--- src/rtl/fifo_irq_pkg.sv ---
package fifo_irq_pkg;

    localparam int REG_W   = 32;
    localparam int FLAG_W  = 16;
    localparam int FIELD_W = 8;
    localparam int NUM_DIR = 2;
    localparam int DIR_RX  = 0;
    localparam int DIR_TX  = 1;

    // Word select on the register port.
    typedef enum logic [1:0] {
        SEL_ENABLE = 2'd0,
        SEL_STATUS = 2'd1,
        SEL_CTRL   = 2'd2,
        SEL_LEVEL  = 2'd3
    } reg_sel_e;

    // Status layout: per direction, the level flags sit at 4*d and the
    // error flags at 8+2*d.
    localparam int LVL_STRIDE = 4;
    localparam int OFS_READY  = 0;
    localparam int OFS_EMPTY  = 1;
    localparam int OFS_FULL   = 2;
    localparam int ERR_BASE   = 8;
    localparam int OFS_OVF    = 0;
    localparam int OFS_UDF    = 1;
    localparam int BIT_DONE   = 12;

    localparam logic [FLAG_W-1:0] STATUS_IMPL = 16'h1F77;
    localparam logic [FLAG_W-1:0] ENABLE_IMPL = 16'h3F77;

    // Control word: one half per direction.
    localparam int CTRL_STRIDE = 16;
    localparam int CTRL_WM     = 0;
    localparam int CTRL_DMA    = 8;
    localparam int CTRL_FLUSH  = 15;

    typedef struct packed {
        logic [FIELD_W-1:0] wm;
        logic               dma_en;
        logic               flush;
    } dir_ctrl_t;

endpackage

--- src/rtl/fifo_irq_occ.sv ---
module fifo_irq_occ #(
    parameter int DEPTH = 64,
    parameter int CNT_W = 7
) (
    input  logic             clk,
    input  logic             rst_n,
    input  logic             push,
    input  logic             pop,
    input  logic             flush,
    output logic [CNT_W-1:0] cnt_q,
    output logic [CNT_W-1:0] cnt_nx,
    output logic             ovf_evt,
    output logic             udf_evt
);

    localparam logic [CNT_W-1:0] FULL_CNT = CNT_W'(DEPTH);
    localparam logic [CNT_W-1:0] ONE      = CNT_W'(1);

    typedef struct packed {
        logic [CNT_W-1:0] cnt;
    } occ_t;

    occ_t occ_d, occ_q;
    logic is_full, is_empty, take_push, take_pop;

    always_comb begin
        is_full   = (occ_q.cnt == FULL_CNT);
        is_empty  = (occ_q.cnt == '0);
        take_push = push && !is_full  && !flush;
        take_pop  = pop  && !is_empty && !flush;
        ovf_evt   = push && is_full  && !flush;
        udf_evt   = pop  && is_empty && !flush;

        occ_d = occ_q;
        if (flush) begin
            occ_d.cnt = '0;
        end else begin
            case ({take_push, take_pop})
                2'b10:   occ_d.cnt = occ_q.cnt + ONE;
                2'b01:   occ_d.cnt = occ_q.cnt - ONE;
                default: occ_d.cnt = occ_q.cnt;
            endcase
        end
    end

    always_ff @(posedge clk or negedge rst_n) begin
        if (!rst_n) occ_q <= '0;
        else        occ_q <= occ_d;
    end

    assign cnt_q  = occ_q.cnt;
    assign cnt_nx = occ_d.cnt;

endmodule

--- src/rtl/fifo_irq_flags.sv ---
module fifo_irq_flags #(
    parameter int          W           = 16,
    parameter logic [15:0] STATUS_MASK = 16'h1F77,
    parameter logic [15:0] ENABLE_MASK = 16'h3F77
) (
    input  logic         clk,
    input  logic         rst_n,
    input  logic [W-1:0] set_vec,
    input  logic [W-1:0] clr_vec,
    input  logic         en_load,
    input  logic [W-1:0] en_data,
    output logic [W-1:0] status_q,
    output logic [W-1:0] enable_q,
    output logic         irq
);

    localparam logic [W-1:0] S_MASK = W'(STATUS_MASK);
    localparam logic [W-1:0] E_MASK = W'(ENABLE_MASK);

    typedef struct packed {
        logic [W-1:0] status;
        logic [W-1:0] enable;
    } flag_t;

    flag_t fl_d, fl_q;

    always_comb begin
        fl_d = fl_q;
        // Set beats clear in the same cycle.
        fl_d.status = ((fl_q.status & ~clr_vec) | set_vec) & S_MASK;
        if (en_load) fl_d.enable = en_data & E_MASK;
    end

    always_ff @(posedge clk or negedge rst_n) begin
        if (!rst_n) fl_q <= '0;
        else        fl_q <= fl_d;
    end

    assign status_q = fl_q.status;
    assign enable_q = fl_q.enable;
    assign irq      = |(fl_q.status & fl_q.enable);

endmodule

--- src/rtl/fifo_irq_ctrl.sv ---
module fifo_irq_ctrl
    import fifo_irq_pkg::*;
#(
    parameter int DEPTH    = 64,
    parameter int RESET_WM = 32
) (
    input  logic        clk,
    input  logic        rst_n,
    input  logic        rx_push,
    input  logic        rx_pop,
    input  logic        tx_push,
    input  logic        tx_pop,
    input  logic        xfer_done,
    input  logic        reg_wr,
    input  logic [1:0]  reg_addr,
    input  logic [31:0] reg_wdata,
    output logic [31:0] reg_rdata,
    output logic        irq,
    output logic        rx_dma_req,
    output logic        tx_dma_req,
    output logic        rx_flush,
    output logic        tx_flush
);

    localparam int CNT_W = $clog2(DEPTH + 1);

    typedef struct packed {
        dir_ctrl_t [NUM_DIR-1:0] dir;
    } ctrl_t;

    function automatic ctrl_t ctrl_reset();
        ctrl_t c;
        for (int d = 0; d < NUM_DIR; d++) begin
            c.dir[d].wm     = FIELD_W'(RESET_WM);
            c.dir[d].dma_en = 1'b0;
            c.dir[d].flush  = 1'b0;
        end
        return c;
    endfunction

    ctrl_t               ctrl_d, ctrl_q;
    reg_sel_e            sel;
    logic [NUM_DIR-1:0]  push_v, pop_v, flush_v, ovf_v, udf_v, ready_q_v;
    logic [CNT_W-1:0]    cnt_q_v  [NUM_DIR];
    logic [CNT_W-1:0]    cnt_nx_v [NUM_DIR];
    logic [FLAG_W-1:0]   set_vec, clr_vec, status_q, enable_q;
    logic                en_load;
    logic                unused_wbits;

    assign sel          = reg_sel_e'(reg_addr);
    assign push_v       = {tx_push, rx_push};
    assign pop_v        = {tx_pop, rx_pop};
    assign unused_wbits = ^reg_wdata;

    // One occupancy tracker per direction.
    for (genvar d = 0; d < NUM_DIR; d++) begin : g_dir
        fifo_irq_occ #(
            .DEPTH (DEPTH),
            .CNT_W (CNT_W)
        ) u_occ (
            .clk     (clk),
            .rst_n   (rst_n),
            .push    (push_v[d]),
            .pop     (pop_v[d]),
            .flush   (flush_v[d]),
            .cnt_q   (cnt_q_v[d]),
            .cnt_nx  (cnt_nx_v[d]),
            .ovf_evt (ovf_v[d]),
            .udf_evt (udf_v[d])
        );
    end

    // Control word next state: flush bits last one cycle.
    always_comb begin
        ctrl_d = ctrl_q;
        for (int d = 0; d < NUM_DIR; d++) begin
            ctrl_d.dir[d].flush = 1'b0;
            if (reg_wr && sel == SEL_CTRL) begin
                ctrl_d.dir[d].wm     = reg_wdata[d*CTRL_STRIDE + CTRL_WM +: FIELD_W];
                ctrl_d.dir[d].dma_en = reg_wdata[d*CTRL_STRIDE + CTRL_DMA];
                ctrl_d.dir[d].flush  = reg_wdata[d*CTRL_STRIDE + CTRL_FLUSH];
            end
        end
    end

    always_ff @(posedge clk or negedge rst_n) begin
        if (!rst_n) ctrl_q <= ctrl_reset();
        else        ctrl_q <= ctrl_d;
    end

    // Flag conditions per direction. The receive side is ready when full
    // enough, the transmit side when empty enough.
    always_comb begin
        logic [FIELD_W-1:0] lvl_nx;
        logic [FIELD_W-1:0] lvl_q;
        logic               rdy_nx;
        logic               rdy_q;

        set_vec = '0;
        for (int d = 0; d < NUM_DIR; d++) begin
            lvl_nx = FIELD_W'(cnt_nx_v[d]);
            lvl_q  = FIELD_W'(cnt_q_v[d]);
            if (d == DIR_RX) begin
                rdy_nx = (lvl_nx >= ctrl_q.dir[d].wm);
                rdy_q  = (lvl_q  >= ctrl_q.dir[d].wm);
            end else begin
                rdy_nx = (lvl_nx <= ctrl_q.dir[d].wm);
                rdy_q  = (lvl_q  <= ctrl_q.dir[d].wm);
            end
            set_vec[d*LVL_STRIDE + OFS_READY] = rdy_nx;
            set_vec[d*LVL_STRIDE + OFS_EMPTY] = (cnt_nx_v[d] == '0);
            set_vec[d*LVL_STRIDE + OFS_FULL]  = (cnt_nx_v[d] == CNT_W'(DEPTH));
            set_vec[ERR_BASE + 2*d + OFS_OVF] = ovf_v[d];
            set_vec[ERR_BASE + 2*d + OFS_UDF] = udf_v[d];
            ready_q_v[d] = rdy_q;
            flush_v[d]   = ctrl_q.dir[d].flush;
        end
        set_vec[BIT_DONE] = xfer_done;
        clr_vec = (reg_wr && sel == SEL_STATUS) ? reg_wdata[FLAG_W-1:0] : '0;
        en_load = reg_wr && sel == SEL_ENABLE;
    end

    fifo_irq_flags #(
        .W           (FLAG_W),
        .STATUS_MASK (STATUS_IMPL),
        .ENABLE_MASK (ENABLE_IMPL)
    ) u_flags (
        .clk      (clk),
        .rst_n    (rst_n),
        .set_vec  (set_vec),
        .clr_vec  (clr_vec),
        .en_load  (en_load),
        .en_data  (reg_wdata[FLAG_W-1:0]),
        .status_q (status_q),
        .enable_q (enable_q),
        .irq      (irq)
    );

    // Read view of the selected word.
    always_comb begin
        reg_rdata = '0;
        case (sel)
            SEL_ENABLE: reg_rdata[FLAG_W-1:0] = enable_q;
            SEL_STATUS: reg_rdata[FLAG_W-1:0] = status_q;
            SEL_CTRL: begin
                for (int d = 0; d < NUM_DIR; d++) begin
                    reg_rdata[d*CTRL_STRIDE + CTRL_WM +: FIELD_W] = ctrl_q.dir[d].wm;
                    reg_rdata[d*CTRL_STRIDE + CTRL_DMA]           = ctrl_q.dir[d].dma_en;
                    reg_rdata[d*CTRL_STRIDE + CTRL_FLUSH]         = ctrl_q.dir[d].flush;
                end
            end
            SEL_LEVEL: begin
                for (int d = 0; d < NUM_DIR; d++) begin
                    reg_rdata[d*CTRL_STRIDE +: FIELD_W] = FIELD_W'(cnt_q_v[d]);
                end
            end
            default: reg_rdata = '0;
        endcase
    end

    assign rx_dma_req = ready_q_v[DIR_RX] && ctrl_q.dir[DIR_RX].dma_en;
    assign tx_dma_req = ready_q_v[DIR_TX] && ctrl_q.dir[DIR_TX].dma_en;
    assign rx_flush   = ctrl_q.dir[DIR_RX].flush;
    assign tx_flush   = ctrl_q.dir[DIR_TX].flush;

endmodule

--- config.mk ---
export PLATFORM = sky130hd
export DESIGN_NAME = fifo_irq_ctrl
export DESIGN_NICKNAME = d
export VERILOG_FILES = /design/src/rtl/fifo_irq_pkg.sv /design/src/rtl/fifo_irq_occ.sv /design/src/rtl/fifo_irq_flags.sv /design/src/rtl/fifo_irq_ctrl.sv
export SDC_FILE = /design/constraint.sdc
export NUM_CORES = 1
export LEC_CHECK = 0
export ABC_AREA = 1
export BUFFER_PORTS_ARGS = -buffer_cell sky130_fd_sc_hd__buf_2
export CAP_MARGIN = 20
export CORE_ASPECT_RATIO = 1.2
export CORE_UTILIZATION = 61
export CTS_CLUSTER_DIAMETER = 120
export DETAILED_ROUTE_END_ITERATION = 8
export GPL_ROUTABILITY_DRIVEN = 0
export GPL_TIMING_DRIVEN = 0
export PLACE_DENSITY = 0.94
export RECOVER_POWER = 25
export SYNTH_ARGS = -nofsm -noshare
export SYNTH_HDL_FRONTEND = slang
export SYNTH_SLANG_ARGS = --single-unit
--- constraint.sdc ---
create_clock -name clk -period 9.5 [get_ports clk]
set_clock_uncertainty 0.1 [all_clocks]
set_input_delay 2.375 -clock clk [delete_from_list [all_inputs] [get_ports clk]]
set_output_delay 2.375 -clock clk [all_outputs]
set_load 0.01 [all_outputs]
==> impl_metrics.env <==
export IMPL_intPower_uw=695
export IMPL_die_area_sq_mm=0.00719
export IMPL_drt_iter0_drc=408
export IMPL_synth_top_area_share=0.329
export IMPL_hold_violations=0
export IMPL_finalPower_mw=1.28
export IMPL_synthSimpleGateAreaFrac=0.285
export IMPL_cts_tree="built"
export IMPL_busiest_layer="met2"
export IMPL_drive_above_1_share=0.164
export IMPL_yosysUniqueCellTypes=36
export IMPL_synth_top_family_by_area="simple AND/OR/NAND/NOR gates"
export IMPL_routed_via_density=5.82
export IMPL_clk_latency_ps=350
export IMPL_grt_max_degree=38
export IMPL_synth_mux_area_frac=0.00269
export IMPL_num_rows=32
export IMPL_num_vias=4481
export IMPL_gr_usage_met2=0.591
export IMPL_clockBufferDepth=2
export IMPL_clk_pin_slew_worst_paths_ps=70
export IMPL_path_cells="buf_2 > inv_1 > nor2_2 > inv_1 > clkbuf_1 > o22ai_1 > buf_2"
export IMPL_routed_wl_mm=11.9
export IMPL_ys_top_cells_by_area="dfrtp_1 (33%), nand2_1 (17%), ha_1 (10%), inv_1 (7.4%), nand3_1 (4.9%)"
export IMPL_maxCapViolations=1
export IMPL_synth_xor_area_frac=0.0123
export IMPL_slowest_delay_ps=320
export IMPL_drt_pass1_iter_count=5
export IMPL_cts_buffers_inserted=9
export IMPL_cpLargestDelayFamily="buffers and inverters"
export IMPL_postRouteAntennaNets=0
export IMPL_grt_overflow=0
export IMPL_cp_num_buf_inv=5
export IMPL_stdcell_count=770
export IMPL_cts_max_level=3
export IMPL_root_buffer="clkbuf_8"
export IMPL_port_buffers=64
export IMPL_grt_pass1_vias=4378
export IMPL_cp_end_kind="output pin"
export IMPL_tns_ps=0
export IMPL_dpl_hpwl_mm=8.83
export IMPL_die_width_microns=77.6
export IMPL_start_util=0.640
export IMPL_nFillCells=483
export IMPL_worstSetupPathType="in -> out"
export IMPL_grt_pass1_wl_mm=19.4
export IMPL_track_usage=0.349
export IMPL_io_pins=79
export IMPL_yosysWarnings=0
export IMPL_wl_per_cell_microns=15.4
export IMPL_yosysSeqAreaShare=0.342
export IMPL_synth_cell_area_sq_mm=0.00418
export IMPL_drc_errors=0
export IMPL_cts_setup_buffers=0
export IMPL_comb_power_share=0.482
export IMPL_place_inst=754
export IMPL_period_share=0.661
export IMPL_die_y_microns=92.7
export IMPL_violations="capacitance limit, slew limit"
export IMPL_power_density_mw_per_mm2=263
export IMPL_cp_max_fo=10
export IMPL_yosys_area_share_adder=0.102
export IMPL_setup_viol=0
export IMPL_ff2ff_setup_slack_ps=5430
export IMPL_status="finished with violations"
export IMPL_rsz0062_at_grt="no"
export IMPL_yosysTopAreaCell="dfrtp_1"
export IMPL_max_slew_margin=-0.333
export IMPL_area_delta_synth_final_pct=16.3
export IMPL_p_seq_frac=0.310
export IMPL_synth_compound_area_frac=0.146
export IMPL_nets=756
export IMPL_hold_ws_ps=419
export IMPL_use_met1=0.392
export IMPL_cpMaxStageDelayCell="nor2_2"
export IMPL_grt_antenna_before_repair=0
export IMPL_gr_usage_met3=0.0867
export IMPL_syn_inst=598
export IMPL_switchingPower_uw=583
export IMPL_peakVddDrop_mv=0.160
export IMPL_tightest_slew_ps=2000
export IMPL_cts_sinks=57
export IMPL_layout_common_cells="nand2_1 (184), inv_1 (82), buf_2 (64), dfrtp_1 (55), nor2_1 (46)"
export IMPL_core_area_sq_mm=0.00653
export IMPL_start_kind="input pin"
export IMPL_insertedDiodeCount=0
export IMPL_p_leak_nw=2.74
export IMPL_clockPowerShare=0.208
export IMPL_hold_path_class="reg -> reg"
export IMPL_postCtsHoldBufs=0
export IMPL_layout_cells_most_common="nand2_1"
export IMPL_arrival_ps=3810
export IMPL_p_sw_frac=0.456
export IMPL_fin_crit_ps=6280
export IMPL_cts_resized=0
export IMPL_synth_avg_cell_area_sq_um=6.99
export IMPL_worstPathRequired_ps=7030
export IMPL_ys_seq_elements=57
export IMPL_timing_fmax_ghz=0.159
export IMPL_slew_viol_final=38
## worst reg2reg max path, stage by stage, from the launching register on
cell	delay (ps)
dfrtp_1	490
nor4_1	560
nand3_1	170
nand3_1	140
ha_1	280
buf_6	180
nand2_1	70
nand2_1	100
inv_1	70
ha_1	170
inv_1	50
nand2_1	90
xor2_1	180
nand2_1	90
nand2_1	90
nor2_1	210
ha_1	300
o21a_1	110
o21a_1	160
o21ai_0	150
o211ai_1	110
nand3_1	110
## logic make-up (layout without fill, tap and decap cells)
group,after synthesis,in the layout
compound gates,103,103
simple gates,288,288
fa+ha+maj,34,34
xor+xnor,5,5
other cells,1,7
flops,57,57
buf+inv,109,190
mux,1,1
## metrics by stage
stage	util	cell area, sq um	setup slack [ps]
after global placement	0.709	4630	3310
after CTS	0.747	4880	3270
after floorplan	-	4200	3880
final	0.745	4860	3220
after global routing	0.745	4860	3140
after detailed placement	0.712	4650	3270
## routing by layer
layer | share of wire | vias up
li1 | - | 2094
met1 | 0.37 | 2059
met2 | 0.49 | 266
met3 | 0.085 | 62
met4 | 0.050 | 0
met5 | 0 | -
## worst paths after layout
| kind | from | end | cells past startpoint |
|---|---|---|---|
| setup / recovery | reg_addr[1] | reg_rdata[3] | 7 |
| hold / removal | ctrl_q[7]$_DFFE_PN1P_ | ctrl_q[7]$_DFFE_PN1P_ | 2 |
| setup reg to reg | g_dir[1].u_occ.cnt_q[0]$_DFF_PN0_ | u_flags.status_q[4]$_DFF_PN0_ | 21 |
| hold reg to reg | ctrl_q[7]$_DFFE_PN1P_ | ctrl_q[7]$_DFFE_PN1P_ | 2 |
| max in group asynchronous | rst_n | u_flags.enable_q[9]$_DFFE_PN0P_ | 2 |
| min in group asynchronous | rst_n | g_dir[1].u_occ.cnt_q[5]$_DFF_PN0_ | 1 |
## Yosys cell counts
library cell and number:
nand2_2 3, nor2_2 3, buf_6 3, a31oi_1 2, o2111ai_1 6, a22o_1 6, a21oi_1 31, buf_2 1
ha_1 34, a21oi_2 2, xor2_1 1, o211ai_1 2, o21a_1 3, nand3_2 3, conb_1 1, clkbuf_1 10
or2_1 1, inv_1 82, inv_2 6, nor4_1 2, dfrtp_1 55, nand2_1 184, xor2_2 1, nand4_1 4
dfstp_2 2, o21ai_0 39, nand2_4 1, mux2_2 1, nor2_1 46, a221o_1 1, a221oi_1 2, buf_4 7
o22ai_1 8, xnor2_1 3, nand3_1 41, o31ai_1 1
## power groups by stage
stage               registers (mW)  clock network (mW)  logic [mW]
finish                       0.396               0.266       0.617
global route                 0.402               0.277       0.695
CTS                          0.391               0.267       0.605
detailed placement           0.396                   0       0.590
global placement             0.391                   0       0.555
floorplan                    0.367                   0       0.443
## sequential cells by signal, summed over array words and instances (netlist names)
signal             count
g_dir.u_occ.cnt_q     14
u_flags.enable_q      12
u_flags.status_q      11
rx_flush               1
ctrl_q                18
tx_flush               1
## layout make-up
class | instances | area, sq um | share of cell area
Timing Repair Buffer | 65 | 323 | 0.0664
Clock inverter | 5 | 77.6 | 0.0160
Multi-Input combinational cell | 438 | 2310 | 0.476
Clock buffer | 11 | 151 | 0.0312
Buffer | 21 | 129 | 0.0265
Sequential cell | 57 | 1430 | 0.294
Inverter | 88 | 330 | 0.0680
Tap cell | 85 | 106 | 0.0219
Note: power is estimated with default switching activity, not from simulation.
